===== src/rtl/smp_avg_pkg.sv =====
package smp_avg_pkg;
  localparam int unsigned SMP_W_DEF   = 12;
  localparam int unsigned TAG_W_DEF   = 5;
  localparam int unsigned CAL_TAG_DEF = 8;

  typedef enum logic [1:0] {
    MODE_BYPASS = 2'b00,
    MODE_DEP_A  = 2'b01,
    MODE_DEP_B  = 2'b10,
    MODE_DEP_C  = 2'b11
  } avg_mode_e;
endpackage


===== src/rtl/smp_avg_cfg.sv =====
module smp_avg_cfg
  import smp_avg_pkg::*;
#(
  parameter int unsigned TAG_W    = 5,
  parameter int unsigned CAL_TAG  = 8,
  parameter int unsigned LOG2_A   = 4,
  parameter int unsigned LOG2_B   = 6,
  parameter int unsigned LOG2_C   = 8,
  parameter int unsigned LOG2_CAL = 4,
  parameter int unsigned SH_W     = 4
) (
  input  logic             clk,
  input  logic             rst_n,
  input  logic [1:0]       mode_i,
  input  logic [TAG_W-1:0] tag_i,
  input  logic             cal_off_i,
  output logic [SH_W-1:0]  shift_o,
  output logic             restart_o
);
  logic [1:0]       mode_q;
  logic [TAG_W-1:0] tag_q;
  logic             off_q;
  logic             cfg_chg;
  logic             is_cal;

  always_comb begin
    cfg_chg   = (mode_i != mode_q) || (tag_i != tag_q) || (cal_off_i != off_q);
    restart_o = cfg_chg;
    is_cal    = (tag_i == TAG_W'(CAL_TAG));
  end

  // depth selection: calibration tag overrides the mode code
  always_comb begin
    if (is_cal) begin
      shift_o = cal_off_i ? '0 : SH_W'(LOG2_CAL);
    end else begin
      unique case (avg_mode_e'(mode_i))
        MODE_BYPASS: shift_o = '0;
        MODE_DEP_A:  shift_o = SH_W'(LOG2_A);
        MODE_DEP_B:  shift_o = SH_W'(LOG2_B);
        MODE_DEP_C:  shift_o = SH_W'(LOG2_C);
        default:     shift_o = '0;
      endcase
    end
  end

  always_ff @(posedge clk or negedge rst_n) begin
    if (!rst_n) begin
      mode_q <= '0;
      tag_q  <= '0;
      off_q  <= 1'b0;
    end else if (cfg_chg) begin
      mode_q <= mode_i;
      tag_q  <= tag_i;
      off_q  <= cal_off_i;
    end
  end
endmodule


===== src/rtl/smp_avg_acc.sv =====
module smp_avg_acc #(
  parameter int unsigned SMP_W = 12,
  parameter int unsigned ACC_W = 20,
  parameter int unsigned CNT_W = 9,
  parameter int unsigned SH_W  = 4
) (
  input  logic             clk,
  input  logic             rst_n,
  input  logic             vld_i,
  input  logic [SMP_W-1:0] data_i,
  input  logic             restart_i,
  input  logic [SH_W-1:0]  shift_i,
  output logic             done_o,
  output logic [ACC_W-1:0] sum_o
);
  logic [ACC_W-1:0] acc_q, acc_base, acc_d;
  logic [CNT_W-1:0] cnt_q, cnt_base, cnt_inc, cnt_d;
  logic             acc_en;

  always_comb begin
    acc_base = restart_i ? '0 : acc_q;
    cnt_base = restart_i ? '0 : cnt_q;
    sum_o    = acc_base + ACC_W'(data_i);
    cnt_inc  = cnt_base + CNT_W'(1);
    done_o   = vld_i && (cnt_inc == (CNT_W'(1) << shift_i));
    acc_en   = vld_i || restart_i;
    if (done_o) begin
      acc_d = '0;
      cnt_d = '0;
    end else if (vld_i) begin
      acc_d = sum_o;
      cnt_d = cnt_inc;
    end else begin
      acc_d = acc_base;
      cnt_d = cnt_base;
    end
  end

  always_ff @(posedge clk or negedge rst_n) begin
    if (!rst_n) begin
      acc_q <= '0;
      cnt_q <= '0;
    end else if (acc_en) begin
      acc_q <= acc_d;
      cnt_q <= cnt_d;
    end
  end
endmodule


===== src/rtl/smp_avg_out.sv =====
module smp_avg_out #(
  parameter int unsigned SMP_W = 12,
  parameter int unsigned ACC_W = 20,
  parameter int unsigned TAG_W = 5,
  parameter int unsigned SH_W  = 4
) (
  input  logic             clk,
  input  logic             rst_n,
  input  logic             done_i,
  input  logic [ACC_W-1:0] sum_i,
  input  logic [SH_W-1:0]  shift_i,
  input  logic [TAG_W-1:0] tag_i,
  output logic             vld_o,
  output logic [SMP_W-1:0] data_o,
  output logic [TAG_W-1:0] tag_o
);
  logic [ACC_W-1:0] shifted;
  logic [SMP_W-1:0] data_d;

  always_comb begin
    shifted = sum_i >> shift_i;
    data_d  = shifted[SMP_W-1:0];
  end

  always_ff @(posedge clk or negedge rst_n) begin
    if (!rst_n) begin
      vld_o <= 1'b0;
    end else begin
      vld_o <= done_i;
    end
  end

  always_ff @(posedge clk or negedge rst_n) begin
    if (!rst_n) begin
      data_o <= '0;
      tag_o  <= '0;
    end else if (done_i) begin
      data_o <= data_d;
      tag_o  <= tag_i;
    end
  end
endmodule


===== src/rtl/smp_avg_top.sv =====
module smp_avg_top
  import smp_avg_pkg::*;
#(
  parameter int unsigned SMP_W    = SMP_W_DEF,
  parameter int unsigned TAG_W    = TAG_W_DEF,
  parameter int unsigned CAL_TAG  = CAL_TAG_DEF,
  parameter int unsigned LOG2_A   = 4,
  parameter int unsigned LOG2_B   = 6,
  parameter int unsigned LOG2_C   = 8,
  parameter int unsigned LOG2_CAL = 4
) (
  input  logic             clk,
  input  logic             rst_n,
  input  logic             smp_vld_i,
  input  logic [SMP_W-1:0] smp_data_i,
  input  logic [TAG_W-1:0] smp_tag_i,
  input  logic [1:0]       avg_mode_i,
  input  logic             cal_avg_off_i,
  output logic             res_vld_o,
  output logic [SMP_W-1:0] res_data_o,
  output logic [TAG_W-1:0] res_tag_o
);
  localparam int unsigned MAX_AB   = (LOG2_A > LOG2_B) ? LOG2_A : LOG2_B;
  localparam int unsigned MAX_ABC  = (MAX_AB > LOG2_C) ? MAX_AB : LOG2_C;
  localparam int unsigned MAX_LOG2 = (MAX_ABC > LOG2_CAL) ? MAX_ABC : LOG2_CAL;
  localparam int unsigned ACC_W    = SMP_W + MAX_LOG2;
  localparam int unsigned CNT_W    = MAX_LOG2 + 1;
  localparam int unsigned SH_W     = $clog2(MAX_LOG2 + 1);

  logic [SH_W-1:0]  shift;
  logic             restart;
  logic             done;
  logic [ACC_W-1:0] sum;

  smp_avg_cfg #(
    .TAG_W(TAG_W), .CAL_TAG(CAL_TAG), .LOG2_A(LOG2_A), .LOG2_B(LOG2_B),
    .LOG2_C(LOG2_C), .LOG2_CAL(LOG2_CAL), .SH_W(SH_W)
  ) cfg_i (
    .clk(clk), .rst_n(rst_n), .mode_i(avg_mode_i), .tag_i(smp_tag_i),
    .cal_off_i(cal_avg_off_i), .shift_o(shift), .restart_o(restart)
  );

  smp_avg_acc #(
    .SMP_W(SMP_W), .ACC_W(ACC_W), .CNT_W(CNT_W), .SH_W(SH_W)
  ) acc_i (
    .clk(clk), .rst_n(rst_n), .vld_i(smp_vld_i), .data_i(smp_data_i),
    .restart_i(restart), .shift_i(shift), .done_o(done), .sum_o(sum)
  );

  smp_avg_out #(
    .SMP_W(SMP_W), .ACC_W(ACC_W), .TAG_W(TAG_W), .SH_W(SH_W)
  ) out_i (
    .clk(clk), .rst_n(rst_n), .done_i(done), .sum_i(sum), .shift_i(shift),
    .tag_i(smp_tag_i), .vld_o(res_vld_o), .data_o(res_data_o), .tag_o(res_tag_o)
  );
endmodule


===== config.mk =====
export PLATFORM = sky130hd
export DESIGN_NAME = smp_avg_top
export DESIGN_NICKNAME = d
export VERILOG_FILES = /design/src/rtl/smp_avg_pkg.sv /design/src/rtl/smp_avg_cfg.sv /design/src/rtl/smp_avg_acc.sv /design/src/rtl/smp_avg_out.sv /design/src/rtl/smp_avg_top.sv
export SDC_FILE = /design/constraint.sdc
export NUM_CORES = 1
export LEC_CHECK = 0
export BUFFER_PORTS_ARGS = -buffer_cell sky130_fd_sc_hd__buf_2
export CAP_MARGIN = 25
export CORE_MARGIN = 3
export CORE_UTILIZATION = 65
export DETAILED_ROUTE_END_ITERATION = 8
export PLACE_DENSITY = 0.88
export SLEW_MARGIN = 20
export SYNTH_ARGS = -nofsm -noshare
export SYNTH_HDL_FRONTEND = slang
export SYNTH_SLANG_ARGS = --single-unit

===== constraint.sdc =====
create_clock -name clk -period 5.9 [get_ports clk]
set_input_delay 1.77 -clock clk [delete_from_list [all_inputs] [get_ports clk]]
set_output_delay 1.77 -clock clk [all_outputs]
set_load 0.005 [all_outputs]

Yosys cells after proc, flatten, opt, wreduce, memory -nomap -nowiden

Cells that the tools add are included.

Eq/ne operators: 8
Shift operators: 2
Reductions and logical operators: 5
Muxes and demuxes: 9
Add/sub/neg operators: 2

Operator list:

| cell                | count |
|---|---|
| $mux 20             | 3 |
| $mux 9              | 3 |
| $add 20x12->20      | 1 |
| $shr 20x4->12       | 1 |
| $pmux 4 s4          | 1 |
| $add 9x1->9 const B | 1 |
| $eq 9x9->1          | 1 |
| $shl 1x4->9 const A | 1 |
| $eq 5x4->1 const B  | 1 |
| $ne 5x5->1          | 1 |
| $eq 2x2->1 const B  | 2 |
| $mux 4              | 1 |
| $logic_or 1x1->1    | 3 |
| $mux 3              | 1 |
| $eq 2x1->1 const B  | 1 |
| $logic_not 2->1     | 1 |
| $ne 2x2->1          | 1 |
| $logic_and 1x1->1   | 1 |
| $ne 1x1->1          | 1 |

Flip-flop bits (word level): 55
Input bits: 23
Output and inout bits: 18
Logic and storage cells: 34

Depth between registers and ports, before layout

Word-level depth: 8
Depth in mapped cells: 17
Gate-level depth less buffers: 15

Hierarchy

Synthesis repeated with hierarchy kept, for this count alone.

Cells, all modules: 507
Area, all modules: 4,675.7 um2

By module, submodules not included:

| module      | seq. area each (um2) | area an instance (um2) | times used | cells each |
|---|---|---|---|---|
| smp_avg_acc | 725.7                | 2,711.4                | 1          | 338 |
| smp_avg_out | 450.4                | 1,557.7                | 1          | 132 |
| smp_avg_cfg | 200.2                | 406.6                  | 1          | 37 |

Least setup slack after synthesis

Ideal clock, no wire load.

Path type: in2reg
From: input port avg_mode_i[0]
To: register out_i.data_o[10]
Path buffers: 2
Setup time: 0.126 ns
Arrival time: 5.244 ns
Data required time: 5.774 ns
Slack: 0.530 ns
Stages on the path: 15
Path through: xnor2_1 nand4_1 nor2_1 clkbuf_1 clkbuf_1 and2_1 ha_1 and3_1 a221oi_1 nor3_1 o21ai_2 a211oi_1 o31ai_1 nor2_1 o32a_1

Word-level cells in the longest chain between the ends: 7
Elaborated cells on any way between the ends: 17
Those cells by class: add/sub: 2; eq/ne: 5; shift: 2; mux: 4; reduce/logical: 4

RTL lines:

| element                                                | RTL line          | text |
|---|---|---|
| start, declared                                        | smp_avg_top.sv:17 | `input logic [1:0] avg_mode_i,` |
| branches (longest 7 deep; another with $add 20x12->20) | n/a               |  |
| end signal, assigned                                   | smp_avg_out.sv:38 | `data_o <= data_d;` |
| end, declared                                          | smp_avg_out.sv:14 | `output logic [SMP_W-1:0] data_o,` |

Several ways; the timed one is not identified. The select of a mux whose other input is x is not followed.
A chain may end at the register's enable or synchronous reset.

Final worst setup path

From: input port avg_mode_i[0]
To: register out_i.data_o[7]

The elaborated chain is that of the path after synthesis.

==> impl_summary.md <==
Status
The run finished with clean final reports.

Critical path
The cell that appears most often on the critical path is sky130_fd_sc_hd__buf_4. The path type of the worst setup path is in -> reg. The data arrival time at the worst-slack endpoint is 5730 ps. The cell family contributing the most delay on the critical path is simple AND/OR/NAND/NOR gates. In this design, the stage delay of the slowest critical-path cell is 520 ps.

The library cell contributing the largest single delay on the critical path is sky130_fd_sc_hd__or4_4. The buffer and inverter count on the worst path is 4. Along the worst path, the maximum fanout reaches 29. The kind of start point of the critical path is an input pin. The data required time at the worst endpoint is 6130 ps. STA classifies the critical path endpoint as a flip-flop.

The signal on the critical path passes through buf_2 > xnor2_1 > nand4_1 > nor2_4 > buf_4 > and2_1 > ha_1 > nand3_2 > or4_4 > a21boi_0 > o2111ai_2 > o311ai_4 > nand3_4 > inv_4 > buf_4 > nor2_1 > a31oi_1.

STA
The final clock period utilization by the worst path is 0.932. For the pin with the worst max-slew slack, the measured transition is 991 ps. The max-slew violation count is 0. The count of endpoints failing hold in the final timing report was 0. The worst hold-check slack is 486 ps.

The worst pin sits at a relative slew slack of 0.338. The final setup violation count is 0. Derived from the worst setup path, the maximum achievable clock frequency is 182 MHz. The shortest clock period the worst path allows after layout is 5500 ps. Clock skew on the completed layout was measured at 7.40 ps.

Setup repair after global routing left no endpoint under its margin.

Synthesis
When the netlist entered floorplanning its net count stood at 556. Measured against the total synthesized area, the mux share comes to 0.0143. The post-synthesis sequential element count is 55. The portion of the post-synthesis area used by sequential elements is 0.321. Of the total synthesized cell area, the portion taken by XOR and XNOR cells is 0.0673. The cell count after synthesis is 517. The async set-or-reset flop fraction in the synthesized netlist is 1.00. A synthesized cell averages 8.30 sq um. Of the total synthesized cell area, the portion taken by full adders, half adders and majority gates is 0.0484. The number of distinct library cells after synthesis is 72. By area, the combinational part of the netlist is dominated by compound AO/OA/AOI/OAI gates. Of the total synthesized cell area, the portion taken by AND, OR, NAND and NOR gates is 0.224. The number of enable-type register cells in the synthesized netlist is 0. For this run, the number of Yosys warnings is 0. Among all flip-flop cells after synthesis, the most frequent one is sky130_fd_sc_hd__dfrtp_1. The area fraction in compound gates after synthesis came to 0.281. The area of the mapped netlist is 4290 sq um.

Die
The floorplan step defined a die boundary enclosing 7610 sq um. The area of the placeable core is 6170 sq um. The I/O pin count is 41. The width of the die is 87.3 um. The total number of placement rows is 28.

The initial core utilization is 0.696. Measured along the y axis, the die boundary spans 87.3 um.

CTS
The number of clock buffers inserted by TritonCTS is 5. The buffer depth of the longest clock path is 2. The count of H-tree levels built during CTS is 2. TritonCTS built the clock tree. The clock tree root driver cell is sky130_fd_sc_hd__clkbuf_8.

The number of setup buffers added after CTS is 0. Buffers inserted to repair hold after CTS numbered 0. In this run, post-CTS repair resized a total of 0 instances. At the later pin of the worst-skew pair, clock insertion delay measures 320 ps. The tree built by TritonCTS fans out to 55 sinks. After clock tree synthesis, the clock-pin slew on the worst setup and hold paths is 100 ps.

Power
The cell area power density is 197 nW/um^2. The worst-case vdd ir drop is 177 uV. Summed over all cells, the static leakage comes to 2.03 nW.

Placed design
The number of I/O port buffers is 40. Detailed placement ended at an HPWL of 8540 um. The final weighted congestion of routability-driven global placement is 0.973.

The number of placed instances, taps included, is 603.

Routing
After detailed routing, the number of remaining DRC violations is 0. The met3 wirelength from detailed routing is 1080 um. The highest metal layer carrying signal wires in the routed design is met4. The first routing iteration left 454 violations. The final antenna-violating net count is 0. The routed layout has 4235 vias. Detailed routing placed a total of 5180 um of wire on met2. After detailed routing, the total wire length is 11900 um. In the final routed layout, each cell accounts on average for 19.4 um.

The number of iterations in the first detailed-routing pass is 5. After detailed routing, the number of vias per cell comes to 6.93. After detailed routing, the wire length on met1 is 5480 um.

Hold path
The tightest min-delay check is of the reg -> reg type.

Layout
The number of nets at the end of the flow is 574. At the end of the flow the core is filled with cells to 0.747. The number of cells in the finished layout apart from fillers is 611.

The fraction of final layout cells with drive strength greater than 1 is 0.136. The final antenna diode count is 0. The relative area change from synthesis to final layout is 7.38%.

Global routing
The number of antenna violations at the first check in global routing is 0. The first-pass GRT wire length is 19400 um. The total overflow left after global routing is 0. The maximum number of pins on one net before global-route repair is 56.

The overall routing resource usage is 0.322. The via count of the first global-routing pass came to 3856.

Run
Across the run, the number of max-cap violations was 0.
layout make-up:
type                    instances  area [sq um]
clock buffers                   6          82.6
repair buffers                 49           268
flip-flops and latches         55          1380
clock inverters                 2          13.8
well taps                      75          93.8
fillers                       471          1560
multi-input cells             413          2730
inverters                      11          43.8
layout by cell type, fill, tap and decap left out, types with 4 or more instances in the layout:
cell and count:
sky130_fd_sc_hd__clkbuf_8 6, sky130_fd_sc_hd__or3_1 4, sky130_fd_sc_hd__buf_4 9, sky130_fd_sc_hd__a31oi_1 18, sky130_fd_sc_hd__o31ai_1 8, sky130_fd_sc_hd__nand4b_1 6
sky130_fd_sc_hd__a211o_1 5, sky130_fd_sc_hd__xnor2_1 22, sky130_fd_sc_hd__o21a_1 4, sky130_fd_sc_hd__o2bb2ai_1 9, sky130_fd_sc_hd__dfrtp_1 55, sky130_fd_sc_hd__nor2_1 43
sky130_fd_sc_hd__nand3_1 13, sky130_fd_sc_hd__a21oi_1 33, sky130_fd_sc_hd__ha_1 15, sky130_fd_sc_hd__nor3_1 8, sky130_fd_sc_hd__mux2i_1 5, sky130_fd_sc_hd__buf_2 40
sky130_fd_sc_hd__and3_1 7, sky130_fd_sc_hd__a211oi_1 8, sky130_fd_sc_hd__a21o_1 9, sky130_fd_sc_hd__o22ai_1 5, sky130_fd_sc_hd__o211ai_1 7, sky130_fd_sc_hd__nand2_1 56
sky130_fd_sc_hd__a22o_1 5, sky130_fd_sc_hd__and2_1 19, sky130_fd_sc_hd__nand4_1 8, sky130_fd_sc_hd__inv_1 10, sky130_fd_sc_hd__xor2_1 11, sky130_fd_sc_hd__o21ai_0 27
metal layers:
layer / vias up / global-route usage
met5: - / 0
met4: 0 / 0.0781
met3: 16 / 0.0492
met2: 240 / 0.468
met1: 2019 / 0.499
li1: 1960 / -
Yosys cell counts (3+ instances only):
cell	number	area share
sky130_fd_sc_hd__mux2i_1	5	0.012
sky130_fd_sc_hd__o211ai_1	7	0.012
sky130_fd_sc_hd__a221o_1	3	0.0070
sky130_fd_sc_hd__dfrtp_1	55	0.32
sky130_fd_sc_hd__clkbuf_1	31	0.027
sky130_fd_sc_hd__o31ai_1	8	0.014
sky130_fd_sc_hd__inv_1	10	0.0087
sky130_fd_sc_hd__a21oi_1	33	0.038
sky130_fd_sc_hd__a31oi_1	18	0.026
sky130_fd_sc_hd__nor3_1	8	0.0093
sky130_fd_sc_hd__xor2_1	11	0.022
sky130_fd_sc_hd__o2bb2ai_1	9	0.018
sky130_fd_sc_hd__or2_2	3	0.0044
sky130_fd_sc_hd__or4_1	3	0.0052
sky130_fd_sc_hd__a211oi_1	8	0.014
sky130_fd_sc_hd__nand3_1	13	0.015
sky130_fd_sc_hd__a22o_1	5	0.010
sky130_fd_sc_hd__and3_1	7	0.010
sky130_fd_sc_hd__nand4b_1	6	0.012
sky130_fd_sc_hd__o22ai_1	5	0.0073
sky130_fd_sc_hd__o311ai_0	3	0.0061
sky130_fd_sc_hd__nand2_1	56	0.049
sky130_fd_sc_hd__o21a_1	4	0.0070
sky130_fd_sc_hd__nand4_1	8	0.012
sky130_fd_sc_hd__a21o_1	9	0.016
sky130_fd_sc_hd__a211o_1	5	0.010
sky130_fd_sc_hd__ha_1	15	0.044
sky130_fd_sc_hd__and2_1	19	0.028
sky130_fd_sc_hd__or3_1	4	0.0058
sky130_fd_sc_hd__buf_2	5	0.0058
sky130_fd_sc_hd__o21ai_0	27	0.031
sky130_fd_sc_hd__nor2_1	44	0.038
sky130_fd_sc_hd__xnor2_1	22	0.045
worst register-to-register path, stage by stage, from the launching register on:
cell                        delay (ps)
sky130_fd_sc_hd__dfrtp_1           400
sky130_fd_sc_hd__xnor2_1           160
sky130_fd_sc_hd__nand4_1           230
sky130_fd_sc_hd__nor2_4            360
sky130_fd_sc_hd__buf_4             200
sky130_fd_sc_hd__and2_1            150
sky130_fd_sc_hd__ha_1              260
sky130_fd_sc_hd__nand3_2           170
sky130_fd_sc_hd__or4_4             520
sky130_fd_sc_hd__a21boi_0          270
sky130_fd_sc_hd__o2111ai_2         170
sky130_fd_sc_hd__o311ai_4          200
sky130_fd_sc_hd__nand3_4           280
sky130_fd_sc_hd__inv_4             180
sky130_fd_sc_hd__buf_4             320
sky130_fd_sc_hd__nor2_1            120
sky130_fd_sc_hd__a31oi_1           210
stage by stage:
stage	setup WS, ps	instance area (sq um)	total power, mW	TNS (ps)
floorplan	530	4290	0.584	0
global placement	172	4510	0.672	0
detailed placement	-28.9	4510	0.678	-28.9
CTS	303	4600	0.906	0
global route	162	4610	0.950	0
finish	401	4610	0.909	0
registers in the layout (all words and copies together) (netlist names):
signal	flops
acc_i.acc_q	20
acc_i.cnt_q	9
cfg_i.mode_q	2
cfg_i.off_q	1
cfg_i.tag_q	5
out_i.data_o	12
out_i.tag_o	5
out_i.vld_o	1
path summary, 6_finish.rpt:
kind,startpoint,cells past startpoint,slack [ps],to
max,avg_mode_i[0],17,400,out_i.data_o[7]
max in group asynchronous,rst_n,2,3850,acc_i.cnt_q[0]
min,out_i.tag_o[2],2,490,out_i.tag_o[2]
min in group asynchronous,rst_n,2,1540,acc_i.acc_q[9]
min reg2reg,out_i.tag_o[2],2,490,out_i.tag_o[2]
max reg2reg,cfg_i.mode_q[0],16,1600,out_i.data_o[7]
cell families after synthesis:
logic type | Yosys count
and+or+nand+nor | 188
DFF | 55
muxes | 6
adders and majority gates | 16
buffers and inverters | 49
AOI/OAI and AO/OA | 170
xor gates and xnor gates | 33
report_power, final:
part           switching [mW]  total, mW  internal (mW)  leakage (nW)
Clock                   0.135      0.231         0.0965        0.0516
Sequential             0.0261      0.449          0.423         0.700
Combinational           0.135      0.228         0.0932          1.28
Total                   0.296      0.909          0.612          2.03
(Power assumes the default switching activity.)
